--- config.mk ---
export PLATFORM = sky130hd
export DESIGN_NAME = servo_frame_tx
export DESIGN_NICKNAME = d
export VERILOG_FILES = /design/src/rtl/svtx_pkg.sv /design/src/rtl/svtx_datapath.sv /design/src/rtl/svtx_ctrl.sv /design/src/rtl/servo_frame_tx.sv
export SDC_FILE = /design/constraint.sdc
export NUM_CORES = 1
export LEC_CHECK = 0
export BUFFER_PORTS_ARGS = -buffer_cell sky130_fd_sc_hd__buf_4
export CAP_MARGIN = 15
export CORE_MARGIN = 2
export CORE_UTILIZATION = 45
export DETAILED_ROUTE_END_ITERATION = 8
export PLACE_DENSITY = 0.58
export SLEW_MARGIN = 20
export SYNTH_ARGS = -nofsm -noshare
export SYNTH_HDL_FRONTEND = slang
export SYNTH_HIERARCHICAL = 1
export SYNTH_SLANG_ARGS = --single-unit
--- constraint.sdc ---
create_clock -name clk -period 4.6 [get_ports clk]
set_input_delay 1.15 -clock clk [delete_from_list [all_inputs] [get_ports clk]]
set_output_delay 1.15 -clock clk [all_outputs]
set_load 0.03 [all_outputs]
--- src/rtl/svtx_pkg.sv ---
package svtx_pkg;

  // framing constants of the servo bus
  localparam logic [7:0] HEAD_BYTE = 8'h0F;
  localparam logic [7:0] TAIL_BYTE = 8'h00;
  localparam int CHAR_BITS = 12;

  // control -> datapath strobes
  typedef struct packed {
    logic snapFrame;   // capture channels and flags for a new frame
    logic readCfg;     // sample command register into pending config
    logic applyCfg;    // move pending polarity onto the line
    logic loadChar;    // load a new character into the shifter
    logic shiftBit;    // advance the shifter by one bit
    logic busy;        // a frame is on the line
  } txStrobes_t;

endpackage

--- src/rtl/svtx_datapath.sv ---
module svtx_datapath
  import svtx_pkg::*;
#(
  parameter int NUM_CH  = 16,
  parameter int CH_BITS = 11,
  parameter int ADDR_W  = 5,
  parameter int BYTE_W  = 5
) (
  input  logic              clk,
  input  logic              rstN,
  input  logic              wrEn,
  input  logic [ADDR_W-1:0] wrAddr,
  input  logic [31:0]       wrData,
  input  txStrobes_t        strb,
  input  logic [BYTE_W-1:0] byteSel,
  output logic              pendEn,
  output logic              txLine
);

  localparam int PAY_BITS   = NUM_CH * CH_BITS;
  localparam int DATA_BYTES = (PAY_BITS + 7) / 8;
  localparam int FLAT_W     = DATA_BYTES * 8;
  localparam int FLAG_ADDR  = NUM_CH;
  localparam int CMD_ADDR   = NUM_CH + 1;

  logic [CH_BITS-1:0] chanReg [NUM_CH];
  logic [7:0]         flagReg;
  logic [1:0]         cmdReg;
  logic [FLAT_W-1:0]  liveFlat;
  logic [FLAT_W-1:0]  snapFlat;
  logic [7:0]         snapFlags;
  logic               pendInv;
  logic               lineInv;
  logic [7:0]         curByte;
  logic [CHAR_BITS-1:0] shReg;
  logic               unusedHiBits;

  assign unusedHiBits = ^wrData[31:CH_BITS];

  // channel registers and stream packing
  for (genvar c = 0; c < NUM_CH; c++) begin : gChan
    always_ff @(posedge clk) begin
      if (!rstN)                                   chanReg[c] <= '0;
      else if (wrEn && wrAddr == ADDR_W'(c))       chanReg[c] <= wrData[CH_BITS-1:0];
    end
    assign liveFlat[c*CH_BITS +: CH_BITS] = chanReg[c];
  end
  if (FLAT_W > PAY_BITS) begin : gPad
    assign liveFlat[FLAT_W-1:PAY_BITS] = '0;
  end

  always_ff @(posedge clk) begin
    if (!rstN) begin
      flagReg <= '0;
      cmdReg  <= '0;
    end else if (wrEn) begin
      if (wrAddr == ADDR_W'(FLAG_ADDR)) flagReg <= wrData[7:0];
      if (wrAddr == ADDR_W'(CMD_ADDR))  cmdReg  <= wrData[1:0];
    end
  end

  // frame capture and configuration staging
  always_ff @(posedge clk) begin
    if (!rstN) begin
      snapFlat  <= '0;
      snapFlags <= '0;
      pendEn    <= 1'b0;
      pendInv   <= 1'b1;
      lineInv   <= 1'b1;
    end else begin
      if (strb.snapFrame) begin
        snapFlat  <= liveFlat;
        snapFlags <= flagReg;
      end
      if (strb.readCfg) begin
        pendEn  <= cmdReg[0];
        pendInv <= ~cmdReg[1];
      end
      if (strb.applyCfg) lineInv <= pendInv;
    end
  end

  // character selection
  always_comb begin
    curByte = TAIL_BYTE;
    if (byteSel == '0) curByte = HEAD_BYTE;
    for (int j = 0; j < DATA_BYTES; j++)
      if (byteSel == BYTE_W'(j + 1)) curByte = snapFlat[8*j +: 8];
    if (byteSel == BYTE_W'(DATA_BYTES + 1)) curByte = snapFlags;
  end

  // UART shifter, shifts ones in so it rests at the idle level
  always_ff @(posedge clk) begin
    if (!rstN)              shReg <= '1;
    else if (strb.loadChar) shReg <= {1'b0, curByte, ^curByte, 2'b11};
    else if (strb.shiftBit) shReg <= {shReg[CHAR_BITS-2:0], 1'b1};
  end

  assign txLine = shReg[CHAR_BITS-1] ^ lineInv;


  start_bit_chk: assert property (@(posedge clk) disable iff (!rstN)
    strb.loadChar |=> (shReg[CHAR_BITS-1] == 1'b0))
    else $error("start bit not low after character load");


  idle_raw_chk: assert property (@(posedge clk) disable iff (!rstN)
    !strb.busy |-> shReg[CHAR_BITS-1])
    else $error("shifter not at idle level outside a frame");


  polarity_hold_chk: assert property (@(posedge clk) disable iff (!rstN)
    (strb.busy && $past(strb.busy)) |-> $stable(lineInv))
    else $error("polarity changed inside a frame");


  snap_hold_chk: assert property (@(posedge clk) disable iff (!rstN)
    (strb.busy && $past(strb.busy)) |-> ($stable(snapFlat) && $stable(snapFlags)))
    else $error("captured frame changed while sending");

endmodule

--- src/rtl/svtx_ctrl.sv ---
module svtx_ctrl
  import svtx_pkg::*;
#(
  parameter int BIT_CYCLES  = 1250,
  parameter int GAP_BITS    = 300,
  parameter int FRAME_BYTES = 25,
  parameter int BYTE_W      = 5
) (
  input  logic              clk,
  input  logic              rstN,
  input  logic              pendEn,
  output txStrobes_t        strb,
  output logic [BYTE_W-1:0] byteSel
);

  localparam int GAP_CYC = GAP_BITS * BIT_CYCLES;
  localparam int CNT_W   = $clog2(BIT_CYCLES + 1);
  localparam int GAP_W   = $clog2(GAP_CYC + 1);
  localparam int IDX_W   = $clog2(CHAR_BITS);

  typedef enum logic [1:0] {ST_IDLE, ST_SEND, ST_GAP} txState_e;

  txState_e          state;
  logic [CNT_W-1:0]  bitCnt;
  logic [IDX_W-1:0]  bitIdx;
  logic [BYTE_W-1:0] byteIdx;
  logic [GAP_W-1:0]  gapCnt;
  logic bitEnd, charEnd, lastByte, gapEnd;

  assign bitEnd   = (bitCnt == CNT_W'(BIT_CYCLES - 1));
  assign charEnd  = bitEnd && (bitIdx == IDX_W'(CHAR_BITS - 1));
  assign lastByte = (byteIdx == BYTE_W'(FRAME_BYTES - 1));
  assign gapEnd   = (gapCnt == GAP_W'(GAP_CYC - 1));

  always_ff @(posedge clk) begin
    if (!rstN) begin
      state   <= ST_IDLE;
      bitCnt  <= '0;
      bitIdx  <= '0;
      byteIdx <= '0;
      gapCnt  <= '0;
    end else begin
      case (state)
        ST_IDLE: begin
          bitCnt  <= '0;
          bitIdx  <= '0;
          byteIdx <= '0;
          if (pendEn) state <= ST_SEND;
        end
        ST_SEND: begin
          bitCnt <= bitEnd ? '0 : bitCnt + 1'b1;
          if (bitEnd) bitIdx <= charEnd ? '0 : bitIdx + 1'b1;
          if (charEnd) begin
            if (lastByte) begin
              state   <= ST_GAP;
              gapCnt  <= '0;
              byteIdx <= '0;
            end else begin
              byteIdx <= byteIdx + 1'b1;
            end
          end
        end
        ST_GAP: begin
          gapCnt <= gapCnt + 1'b1;
          if (gapEnd) state <= pendEn ? ST_SEND : ST_IDLE;
        end
        default: state <= ST_IDLE;
      endcase
    end
  end

  always_comb begin
    strb.busy      = (state == ST_SEND);
    strb.snapFrame = pendEn && ((state == ST_IDLE) || (state == ST_GAP && gapEnd));
    strb.readCfg   = (state == ST_IDLE) ||
                     (strb.busy && lastByte && bitIdx == '0 && bitCnt == '0);
    strb.applyCfg  = !strb.busy;
    strb.loadChar  = strb.busy && bitCnt == '0 && bitIdx == '0;
    strb.shiftBit  = strb.busy && bitCnt == '0 && bitIdx != '0;
  end

  assign byteSel = byteIdx;


  start_needs_enable_chk: assert property (@(posedge clk) disable iff (!rstN)
    $rose(strb.busy) |-> $past(pendEn))
    else $error("frame started without pending enable");

endmodule

--- src/rtl/servo_frame_tx.sv ---
module servo_frame_tx
  import svtx_pkg::*;
#(
  parameter int NUM_CH     = 16,
  parameter int CH_BITS    = 11,
  parameter int ADDR_W     = 5,
  parameter int BIT_CYCLES = 1250,
  parameter int GAP_BITS   = 300
) (
  input  logic              clk,
  input  logic              rstN,
  input  logic              wrEn,
  input  logic [ADDR_W-1:0] wrAddr,
  input  logic [31:0]       wrData,
  output logic              txLine
);

  localparam int FRAME_BYTES = (NUM_CH * CH_BITS + 7) / 8 + 3;
  localparam int BYTE_W      = $clog2(FRAME_BYTES);

  txStrobes_t        strb;
  logic [BYTE_W-1:0] byteSel;
  logic              pendEn;

  svtx_ctrl #(
    .BIT_CYCLES(BIT_CYCLES), .GAP_BITS(GAP_BITS),
    .FRAME_BYTES(FRAME_BYTES), .BYTE_W(BYTE_W)
  ) u_ctrl (
    .clk(clk), .rstN(rstN), .pendEn(pendEn), .strb(strb), .byteSel(byteSel)
  );

  svtx_datapath #(
    .NUM_CH(NUM_CH), .CH_BITS(CH_BITS), .ADDR_W(ADDR_W), .BYTE_W(BYTE_W)
  ) u_dp (
    .clk(clk), .rstN(rstN), .wrEn(wrEn), .wrAddr(wrAddr), .wrData(wrData),
    .strb(strb), .byteSel(byteSel), .pendEn(pendEn), .txLine(txLine)
  );

endmodule

==> impl_metrics.ini <==
[drt]
wire_per_inst_um = 22.5
drc = 0
vias = 12885
vias_per_cell = 5.56
drtAntennaViolNets = 0
drtIter0Drc = 1216
drt-total-wl_um = 52100
first_pass_iters = 8

[pwr]
combinationalPowerShare = 0.034
switching_share = 0.217
pwr-share-seq = 0.496
clockPowerShare = 0.470
powerDensity_mw_per_mm2 = 382
leakage_uw = 0.00693
peakVddDrop_v = 0.000283
power.internal_uw = 6390
power_switching_uw = 1770

[setup_path]
crit_slowest_cell = dfxtp_1
max_stage_delay_ps = 790
cp-end-kind = flop
critPathLaunchType = flop
critPathRequiredTime_ps = 5120
path_cells = and3b_1, nand3_1, nand2_1, a2111oi_0, o22ai_1, xnor2_1, xnor3_1, xnor3_1, a21o_1, nand2_1
worstPathArrival_ps = 4320
cp_max_fo = 15
path_class = reg2reg

[synthesis]
ys_seq_area_frac = 0.538
avgSynthCellArea_um2 = 10.9
synth_nets = 1788
ys_seq_elements = 424
synth_top_area_frac = 0.277
yosysWarnings = 6
async_flop_share = 0
syn_inst = 1740
yosysUniqueCellTypes = 77
synth_edf_count = 176
netlist_area_mm2 = 0.0190
synth.largest_area_cell = edfxtp_1
synth_area_leaders = edfxtp_1 28%, dfxtp_1 26%, mux2i_1 12%
synthFlopType = dfxtp_1

[sta]
finalSetupViolCount = 0
fin_setup_tns_ps = 0
post-route-period-util = 0.827
hold_viol_final = 0
finClkSkew_ps = 29.7
tightest_slew_ps = 1010
slew_viol_final = 0
max_freq_mhz = 263
period_needed_ps = 3810
slew_headroom = 0.324
rsz0062_at_grt = no

[placed_design]
dp.cells = 2224
gp_congestion = 0.845
dp_hpwl_um = 31800
port_buffers = 19

[floorplan]
ioPinCount = 41
start_util = 0.455
rows = 75
die_x_um = 210
fp.coreArea_mm2 = 0.0419
dieHeight_um = 210
design.die.area_mm2 = 0.0440

[clock_tree]
cts_resized = 0
cts_buffer_depth = 3
hold_buffers = 0
cts_sinks = 424
post-cts-setup-buffer-count = 0
cts_tree = yes
cts-root-buf = clkbuf_16
path_clk_slew_ps = 60
htreeDepth = 2
insertion_delay_ps = 590
numCtsBuffers = 48

[global_route]
grt_pass1_wl_um = 79100
gr-usage-all-layers = 0.238
grt_pass1_vias = 12593
antenna_found_initial = 2
grt_overflow = 0
grt_max_degree = 120

[finish]
layout_commonest_cell = dfxtp_1
fillers = 3736
drive_gt1_frac = 0.100
stdcell_count = 2316
nets = 1783
area_delta_synth_final_pct = 12.2
mostFrequentLayoutCells = 246 x dfxtp_1, 230 x mux2i_1, 212 x nor2b_1

[worst_hold_path]
hp-class = reg2reg

[status]
outcome = complete, no violations

[flow_run]
drv_cap = 0
-- stage by stage --
step                worst slack [ps]   util  power, µW  hold WS, ps  instance area, µm²
floorplan                       1670      -       4270          440               19000
finish                           794  0.511       8160          476               21400
global placement                 949  0.473       4400          464               19800
global route                     695  0.511       8420          506               21400
CTS                              905  0.511       8240          480               21400
detailed placement               940  0.473       4400          465               19800
-- worst paths after layout --
check,cells past startpoint,end,slack [ps],start
worst max register to register,10,u_dp/shReg[2],790,u_ctrl/byteSel[4]
worst min-delay path,2,u_dp/lineInv,480,u_dp/pendInv
worst max-delay path,10,u_dp/shReg[2],790,u_ctrl/byteSel[4]
worst min register to register,2,u_dp/lineInv,480,u_dp/pendInv
-- power by group through the flow --
stage / registers (µW) / logic [µW] / clock network, µW
final: 4040 / 276 / 3840
after global routing: 4050 / 294 / 4070
after CTS: 4040 / 278 / 3920
after detailed placement: 4120 / 277 / 0
after global placement: 4120 / 276 / 0
after floorplan: 4110 / 152 / 0
-- flip-flops by register name, summed over array words and instances, names as in the netlist, 2 cells and up --
signal          cells
u_dp/chanReg      176
u_dp/snapFlat     176
u_ctrl/gapCnt      19
u_ctrl/bitCnt      11
u_dp/shReg         10
u_dp/flagReg        8
u_dp/snapFlags      8
u_ctrl/byteSel      5
u_ctrl/bitIdx       4
u_ctrl/state        2
u_dp/cmdReg         2
-- cells in the mapped netlist (6+ instances only) --
library cell / number
dfxtp_1: 248
o21ai_0: 77
edfxtp_1: 176
mux4_2: 6
nor4_1: 6
nand2_1: 71
nor2_1: 68
mux2i_1: 230
clkbuf_1: 81
inv_1: 18
nand4_1: 17
a22oi_1: 8
ha_1: 8
a22o_1: 6
a32oi_1: 6
a21oi_1: 42
a21boi_0: 6
and2_1: 180
mux2_2: 17
nand3_1: 36
o22ai_1: 12
a31oi_1: 20
buf_2: 17
o211ai_1: 7
nor3_1: 19
buf_1: 19
buf_4: 6
nand2b_1: 12
nand3b_1: 9
nor3b_1: 7
nor2b_1: 212
-- critical path, delay by kind of cell (launching register included) --
kind,cells,cell delay (ps)
AOI/OAI and AO/OA,3,1260
xor gates and xnor gates,3,990
DFF,1,790
and+or+nand+nor,4,710
-- layout make-up --
cell class | instances | area (µm²) | area share
multi-input cells | 1174 | 8220 | 0.385
flip-flops and latches | 424 | 10300 | 0.480
well taps | 539 | 674 | 0.0315
clock buffers | 70 | 1370 | 0.0639
diodes | 3 | 7.51 | 0.000351
repair buffers | 69 | 572 | 0.0267
clock inverters | 19 | 208 | 0.00972
inverters | 18 | 67.6 | 0.00316
-- routing by layer --
layer | up-vias | routed length (µm) | track usage
met5 | - | 0 | 0
met1 | 6306 | 24000 | 0.333
met3 | 80 | 3230 | 0.0497
met2 | 353 | 23700 | 0.374
met4 | 0 | 1170 | 0.0724
li1 | 6146 | - | -
-- kinds of logic (layout without fill, tap and decap cells) --
family,Yosys count,count (layout),share of synthesized area
other,0,3,0
flip-flops,424,424,0.538
buffers and inverters,142,176,0.0307
multiplexers,255,255,0.139
AO/OA/AOI/OAI,231,231,0.0776
adder cells (fa/ha/maj),8,8,0.00526
XOR/XNOR,10,10,0.00604
AND/OR/NAND/NOR,670,670,0.203
(Power assumes the default switching activity.)
